`src/rtl/addi_core_pkg.sv`:
```
package addi_core_pkg;
  localparam int XLEN = 32;

  typedef enum logic [3:0] {
    ALU_ADD  = 4'd0,
    ALU_PASS = 4'd15
  } aluSel_e;

  typedef struct packed {
    logic    regWrite;
    aluSel_e aluSel;
  } ctrlStrobes_t;

  typedef struct packed {
    logic [11:0] imm;
    logic [4:0]  rs1;
    logic [4:0]  rd;
  } instrFields_t;
endpackage

```
`src/rtl/addi_core_ctrl.sv`:
```
module addi_core_ctrl
  import addi_core_pkg::*;
(
  output ctrlStrobes_t strobes
);
  // Hard-wired for the single supported instruction.
  always_comb begin
    strobes.regWrite = 1'b1;
    strobes.aluSel   = ALU_ADD;
  end
endmodule

```
`src/rtl/addi_core_regfile.sv`:
```
module addi_core_regfile #(
  parameter int DATA_W    = 32,
  parameter int REG_COUNT = 32,
  parameter int DBG_N     = 8,
  localparam int IDX_W    = $clog2(REG_COUNT)
) (
  input  logic                          clk,
  input  logic                          rstN,
  input  logic [IDX_W-1:0]              rdIdx,
  input  logic [IDX_W-1:0]              wrIdx,
  input  logic                          wrEn,
  input  logic [DATA_W-1:0]             wrData,
  output logic [DATA_W-1:0]             rdData,
  output logic [DBG_N-1:0][DATA_W-1:0]  dbgOut
);
  logic [DATA_W-1:0] regs [REG_COUNT];

  // Debug slot k maps to x1, x2, x5, x6, ... x10.
  function automatic int dbgIndex(input int k);
    return (k < 2) ? k + 1 : k + 3;
  endfunction

  always_ff @(posedge clk) begin
    if (!rstN) begin
      for (int i = 0; i < REG_COUNT; i++) regs[i] <= '0;
    end else if (wrEn && (wrIdx != '0)) begin
      regs[wrIdx] <= wrData;
    end
  end

  assign rdData = (rdIdx == '0) ? '0 : regs[rdIdx];

  for (genvar k = 0; k < DBG_N; k++) begin : g_dbg
    assign dbgOut[k] = regs[dbgIndex(k)];
  end
endmodule

```
`src/rtl/addi_core_datapath.sv`:
```
module addi_core_datapath
  import addi_core_pkg::*;
#(
  parameter int DATA_W    = 32,
  parameter int REG_COUNT = 32,
  parameter int DBG_N     = 8,
  parameter int PC_STEP   = 4,
  parameter int IMM_W     = 12
) (
  input  logic                          clk,
  input  logic                          rstN,
  input  logic [DATA_W-1:0]             instrWord,
  input  ctrlStrobes_t                  strobes,
  output logic [DATA_W-1:0]             pcOut,
  output logic [DBG_N-1:0][DATA_W-1:0]  dbgRegs
);
  localparam int IDX_W = $clog2(REG_COUNT);

  logic [DATA_W-1:0] pcReg;
  instrFields_t      fields;
  logic [DATA_W-1:0] immExt;
  logic [DATA_W-1:0] srcVal;
  logic [DATA_W-1:0] aluOut;

  // Program counter.
  always_ff @(posedge clk) begin
    if (!rstN) pcReg <= '0;
    else       pcReg <= pcReg + DATA_W'(PC_STEP);
  end
  assign pcOut = pcReg;

  // Field decode.
  assign fields.imm = instrWord[31:20];
  assign fields.rs1 = instrWord[19:15];
  assign fields.rd  = instrWord[11:7];

  // Immediate generator: sign extension.
  assign immExt = {{(DATA_W-IMM_W){fields.imm[IMM_W-1]}}, fields.imm};

  // Arithmetic unit, operand B is always the immediate.
  always_comb begin
    unique case (strobes.aluSel)
      ALU_ADD:  aluOut = srcVal + immExt;
      default:  aluOut = immExt;
    endcase
  end

  addi_core_regfile #(
    .DATA_W(DATA_W), .REG_COUNT(REG_COUNT), .DBG_N(DBG_N)
  ) u_regs (
    .clk    (clk),
    .rstN   (rstN),
    .rdIdx  (IDX_W'(fields.rs1)),
    .wrIdx  (IDX_W'(fields.rd)),
    .wrEn   (strobes.regWrite),
    .wrData (aluOut),
    .rdData (srcVal),
    .dbgOut (dbgRegs)
  );
endmodule

```
`src/rtl/addi_core.sv`:
```
module addi_core
  import addi_core_pkg::*;
(
  input  logic        clk,
  input  logic        rstN,
  input  logic [31:0] instrWord,
  output logic [31:0] pcOut,
  output logic [31:0] memAddr,
  output logic [31:0] memWrData,
  output logic [3:0]  memWrMask,
  output logic [31:0] dbgX1,
  output logic [31:0] dbgX2,
  output logic [31:0] dbgX5,
  output logic [31:0] dbgX6,
  output logic [31:0] dbgX7,
  output logic [31:0] dbgX8,
  output logic [31:0] dbgX9,
  output logic [31:0] dbgX10
);
  ctrlStrobes_t strobes;
  logic [7:0][31:0] dbgRegs;

  addi_core_ctrl u_ctrl (.strobes(strobes));

  addi_core_datapath #(
    .DATA_W(32), .REG_COUNT(32), .DBG_N(8), .PC_STEP(4), .IMM_W(12)
  ) u_dp (
    .clk       (clk),
    .rstN      (rstN),
    .instrWord (instrWord),
    .strobes   (strobes),
    .pcOut     (pcOut),
    .dbgRegs   (dbgRegs)
  );

  // No memory access for this instruction.
  assign memAddr   = '0;
  assign memWrData = '0;
  assign memWrMask = '0;

  assign dbgX1  = dbgRegs[0];
  assign dbgX2  = dbgRegs[1];
  assign dbgX5  = dbgRegs[2];
  assign dbgX6  = dbgRegs[3];
  assign dbgX7  = dbgRegs[4];
  assign dbgX8  = dbgRegs[5];
  assign dbgX9  = dbgRegs[6];
  assign dbgX10 = dbgRegs[7];
endmodule

```
`config.mk`:
```
export PLATFORM = sky130hd
export DESIGN_NAME = addi_core
export DESIGN_NICKNAME = d
export VERILOG_FILES = /design/src/rtl/addi_core_pkg.sv /design/src/rtl/addi_core_ctrl.sv /design/src/rtl/addi_core_regfile.sv /design/src/rtl/addi_core_datapath.sv /design/src/rtl/addi_core.sv
export SDC_FILE = /design/constraint.sdc
export NUM_CORES = 2
export LEC_CHECK = 0
export BUFFER_PORTS_ARGS = -buffer_cell sky130_fd_sc_hd__buf_2
export CAP_MARGIN = 20
export CORE_AREA = 3 3 328 330
export DETAILED_ROUTE_END_ITERATION = 7
export DIE_AREA = 0 0 331 333
export PLACE_DENSITY = 0.65
export SYNTH_ARGS = -nofsm -noshare
export SYNTH_HDL_FRONTEND = slang
export SYNTH_SLANG_ARGS = --single-unit
```
`constraint.sdc`:
```
create_clock -name clk -period 6.45 [get_ports clk]
set_input_delay 0.645 -clock clk [delete_from_list [all_inputs] [get_ports clk]]
set_output_delay 0.645 -clock clk [all_outputs]
set_load 0.05 [all_outputs]
```
==> results.py <==
metrics = {
    "floorplanning": {
        "std_cell_rows": 119,
        "die_area_um2": 110200,
        "core_area_um2": 105100,
        "initial_core_util_pct": 44.69,
        "die_h_um": 333,
        "fp.dieW_um": 331,
        "io_pins": 390,
    },
    "timing": {
        "min_period_over_period_pct": 83.76,
        "setup_viol": 0,
        "setup_ws_ns": 1.047,
        "skew_ns": 0.02736,
        "worst_pin_slew_ns": 1.123,
        "max_freq_mhz": 185.1,
        "rsz0062_at_grt": "no",
        "slew_headroom_pct": 24.84,
        "finalHoldViolations": 0,
        "layout_min_cycle_time_ns": 5.403,
        "maxSlewViolCount": 0,
        "setup_tns_ns": 0,
    },
    "global_routing": {
        "grt_overflow": 0,
        "grt_max_degree": 45,
        "grtUsageTotal_pct": 25.07,
        "grt_pass1_vias": 29000,
        "grt_pass1_wl_um": 200000,
        "antenna_found_initial": 10,
    },
    "worst_hold_path": {
        "worstHoldStart": "u_dp.pcOut[2]$_SDFF_PN0_",
        "hold_path.class": "register to register",
        "min_to": "u_dp.pcOut[2]$_SDFF_PN0_",
        "whs_path_depth": 1,
    },
    "drt": {
        "vias_per_cell": 5.865,
        "vias": 29460,
        "drtAntennaViolNets": 0,
        "drt_wl_total_um": 138500,
        "drt_drc_violations_left": 0,
        "initialDrtViolationCount": 3851,
        "wl_per_cell_um": 27.57,
        "firstDrtPassIters": 6,
    },
    "clocking": {
        "clkTransAtPathRegs_ns": 0.06,
        "cts_tree": "yes",
        "cts_num_sinks": 1053,
        "clockBufferDepth": 3,
        "cts_buffers": 104,
        "post_cts_buffers": 0,
        "hold_buffers": 0,
        "htree_levels": 3,
        "cts_resized": 0,
        "worst_skew_pair.late_latency_ns": 0.70,
        "cts_root_buffer": "clkbuf_16",
    },
    "final_layout": {
        "final_cell_mix": "nor2_1, edfxtp_1, mux4_2",
        "final-instance-count-excl-fill": 5023,
        "nets": 3608,
        "area_delta_synth_final_pct": 15.48,
        "layout-drive-gt1-share_pct": 27.42,
        "fillCellCount": 8798,
        "final_common_cell": "nor2_1",
    },
    "synth": {
        "syn_area_per_cell_um2": 14.59,
        "synthesis.area_um2": 46980,
        "synth-async-reset-ratio_pct": 0,
        "synth_edf_count": 1023,
        "syn_inst": 3219,
        "synth_ff_type": "edfxtp_1",
        "synth_warnings": 0,
        "ys_seq_area_share_pct": 66.67,
        "synth_cell_type_count": 58,
        "ys_ff_latch": 1053,
    },
    "power": {
        "p_leak_uw": 0.02037,
        "ir_worst_vdd_mv": 0.2136,
        "p_seq_share_pct": 46.2,
        "p_int_uw": 12160,
        "clkPwrFrac_pct": 35.9,
        "swShare_pct": 28.96,
        "p_comb_share_pct": 18.0,
        "finalPower_uw": 17110,
        "p_per_area_nw_per_um2": 315.5,
        "switchingPower_uw": 4957,
    },
    "setup_path": {
        "start_kind": "input port",
        "crit_fanout": 29,
        "path_class": "input port to register",
        "r2r_end": "u_dp.u_regs.regs[4][19]$_SDFFCE_PN0P_",
        "worst_setup_path_end_kind": "register",
        "r2r_start": "u_dp.u_regs.regs[2][1]$_SDFFCE_PN0P_",
        "worstRegToRegCells": 16,
        "required_ns": 6.86,
        "arrival_ns": 5.82,
        "r2r_slack_ns": 1.31,
    },
    "flow_run": {
        "max_cap_violations": 0,
    },
    "placed_design": {
        "post-place-ws_ns": 0.4756,
        "gp_congestion": 0.9151,
        "hpwl_um": 88410,
        "dp.cells": 4822,
        "numPortBuffers": 309,
    },
    "status": {
        "status": "complete, no violations",
    },
}
==> kinds of logic after synthesis <==
| group | synth area share [%] |
|---|---|
| xor gates and xnor gates | 1.004 |
| and+or+nand+nor | 10.46 |
| buffers and inverters | 3.574 |
| adders and majority gates | 0.8949 |
| muxes | 15.87 |
| DFF | 66.67 |
| other | 0.007983 |
| AOI/OAI and AO/OA | 1.516 |
==> worst max-delay path by stage <==
stage                     slack, ns          start                                endpoint  cells past startpoint
final                          1.05  instrWord[15]   u_dp.u_regs.regs[4][19]$_SDFFCE_PN0P_                     18
after global placement         0.51  instrWord[15]  u_dp.u_regs.regs[31][19]$_SDFFCE_PN0P_                     18
after CTS                      1.16  instrWord[15]   u_dp.u_regs.regs[4][19]$_SDFFCE_PN0P_                     18
after global routing           0.88  instrWord[15]   u_dp.u_regs.regs[5][29]$_SDFFCE_PN0P_                     19
after floorplan                0.45  instrWord[15]   u_dp.u_regs.regs[1][19]$_SDFFCE_PN0P_                     19
after detailed placement       0.48  instrWord[15]  u_dp.u_regs.regs[28][19]$_SDFFCE_PN0P_                     18
==> critical path, cell delays in order <==
cell      delay [ns]
buf_8           0.34
buf_4           0.34
mux4_2          0.59
mux4_2          0.47
nand2b_1        0.11
a21o_1          0.16
inv_1           0.06
ha_1            0.27
a21o_1          0.28
and3_2          0.27
or4_1           0.47
a31o_2          0.30
a311o_2         0.45
a21oi_2         0.17
o21bai_2        0.09
xnor2_2         0.44
buf_12          0.25
nor2_1          0.06
==> cell usage after synthesis, drive strengths merged (2+ instances only) <==
| cell | n | area share, % |
|---|---|---|
| a211oi | 7 | 0.11 |
| a21o | 19 | 0.30 |
| a21oi | 37 | 0.40 |
| a221o | 2 | 0.043 |
| a311oi | 2 | 0.037 |
| a31oi | 5 | 0.067 |
| and2 | 7 | 0.099 |
| and3 | 11 | 0.15 |
| and3b | 2 | 0.037 |
| and4 | 2 | 0.037 |
| buf | 110 | 1.5 |
| clkbuf | 244 | 1.9 |
| dfxtp | 30 | 1.3 |
| edfxtp | 1023 | 65 |
| ha | 32 | 0.85 |
| inv | 14 | 0.11 |
| mux2i | 34 | 0.72 |
| mux4 | 316 | 15 |
| nand2 | 87 | 0.70 |
| nand2b | 5 | 0.067 |
| nand3 | 21 | 0.22 |
| nand4 | 8 | 0.11 |
| nor2 | 1067 | 8.5 |
| nor2b | 7 | 0.093 |
| nor3 | 11 | 0.12 |
| nor3b | 4 | 0.064 |
| nor4 | 6 | 0.080 |
| o21a | 2 | 0.032 |
| o21ai | 20 | 0.21 |
| o21bai | 7 | 0.12 |
| or2 | 3 | 0.040 |
| or3 | 4 | 0.053 |
| or4 | 3 | 0.048 |
| xnor2 | 22 | 0.43 |
| xor2 | 31 | 0.58 |
==> layout make-up <==
class / instances / area (um2) / share of cell area [%]
Antenna cell: 3 / 7.507 / 0.01384
Clock buffer: 131 / 2805 / 5.171
Clock inverter: 63 / 636.9 / 1.174
Inverter: 15 / 56.30 / 0.1038
Multi-Input combinational cell: 1897 / 14630 / 26.97
Sequential cell: 1053 / 31320 / 57.73
Tap cell: 1391 / 1740 / 3.208
Timing Repair Buffer: 470 / 3050 / 5.623
==> sequential cells by signal (all words and copies together) (netlist names) <==
register and flops:
u_dp.pcOut 30, u_dp.u_regs.regs 1023
==> metal layers <==
layer	track usage [%]	share of wire (%)
met5	0	0.019
met4	8.064	3.4
met3	5.114	10
met2	39.63	48
met1	35.09	38
==> power groups by stage <==
stage | sequential, uW | clock (uW) | combinational (uW)
after floorplan | 8270 | 0 | 1710
after global placement | 8030 | 0 | 3030
after detailed placement | 8040 | 0 | 3060
after CTS | 7900 | 6190 | 3070
after global routing | 7920 | 6460 | 3240
final | 7900 | 6140 | 3080
==> through the flow <==
step	hold WS [ns]	instance area (um2)	utilization (%)
floorplan	0.6707	47350	-
detailed placement	0.4844	50710	48.24
CTS	0.5051	54160	51.52
global route	0.5570	54250	51.60
global placement	0.4697	50670	48.21
finish	0.5035	54250	51.61
Power figures use the tool's default switching activity.
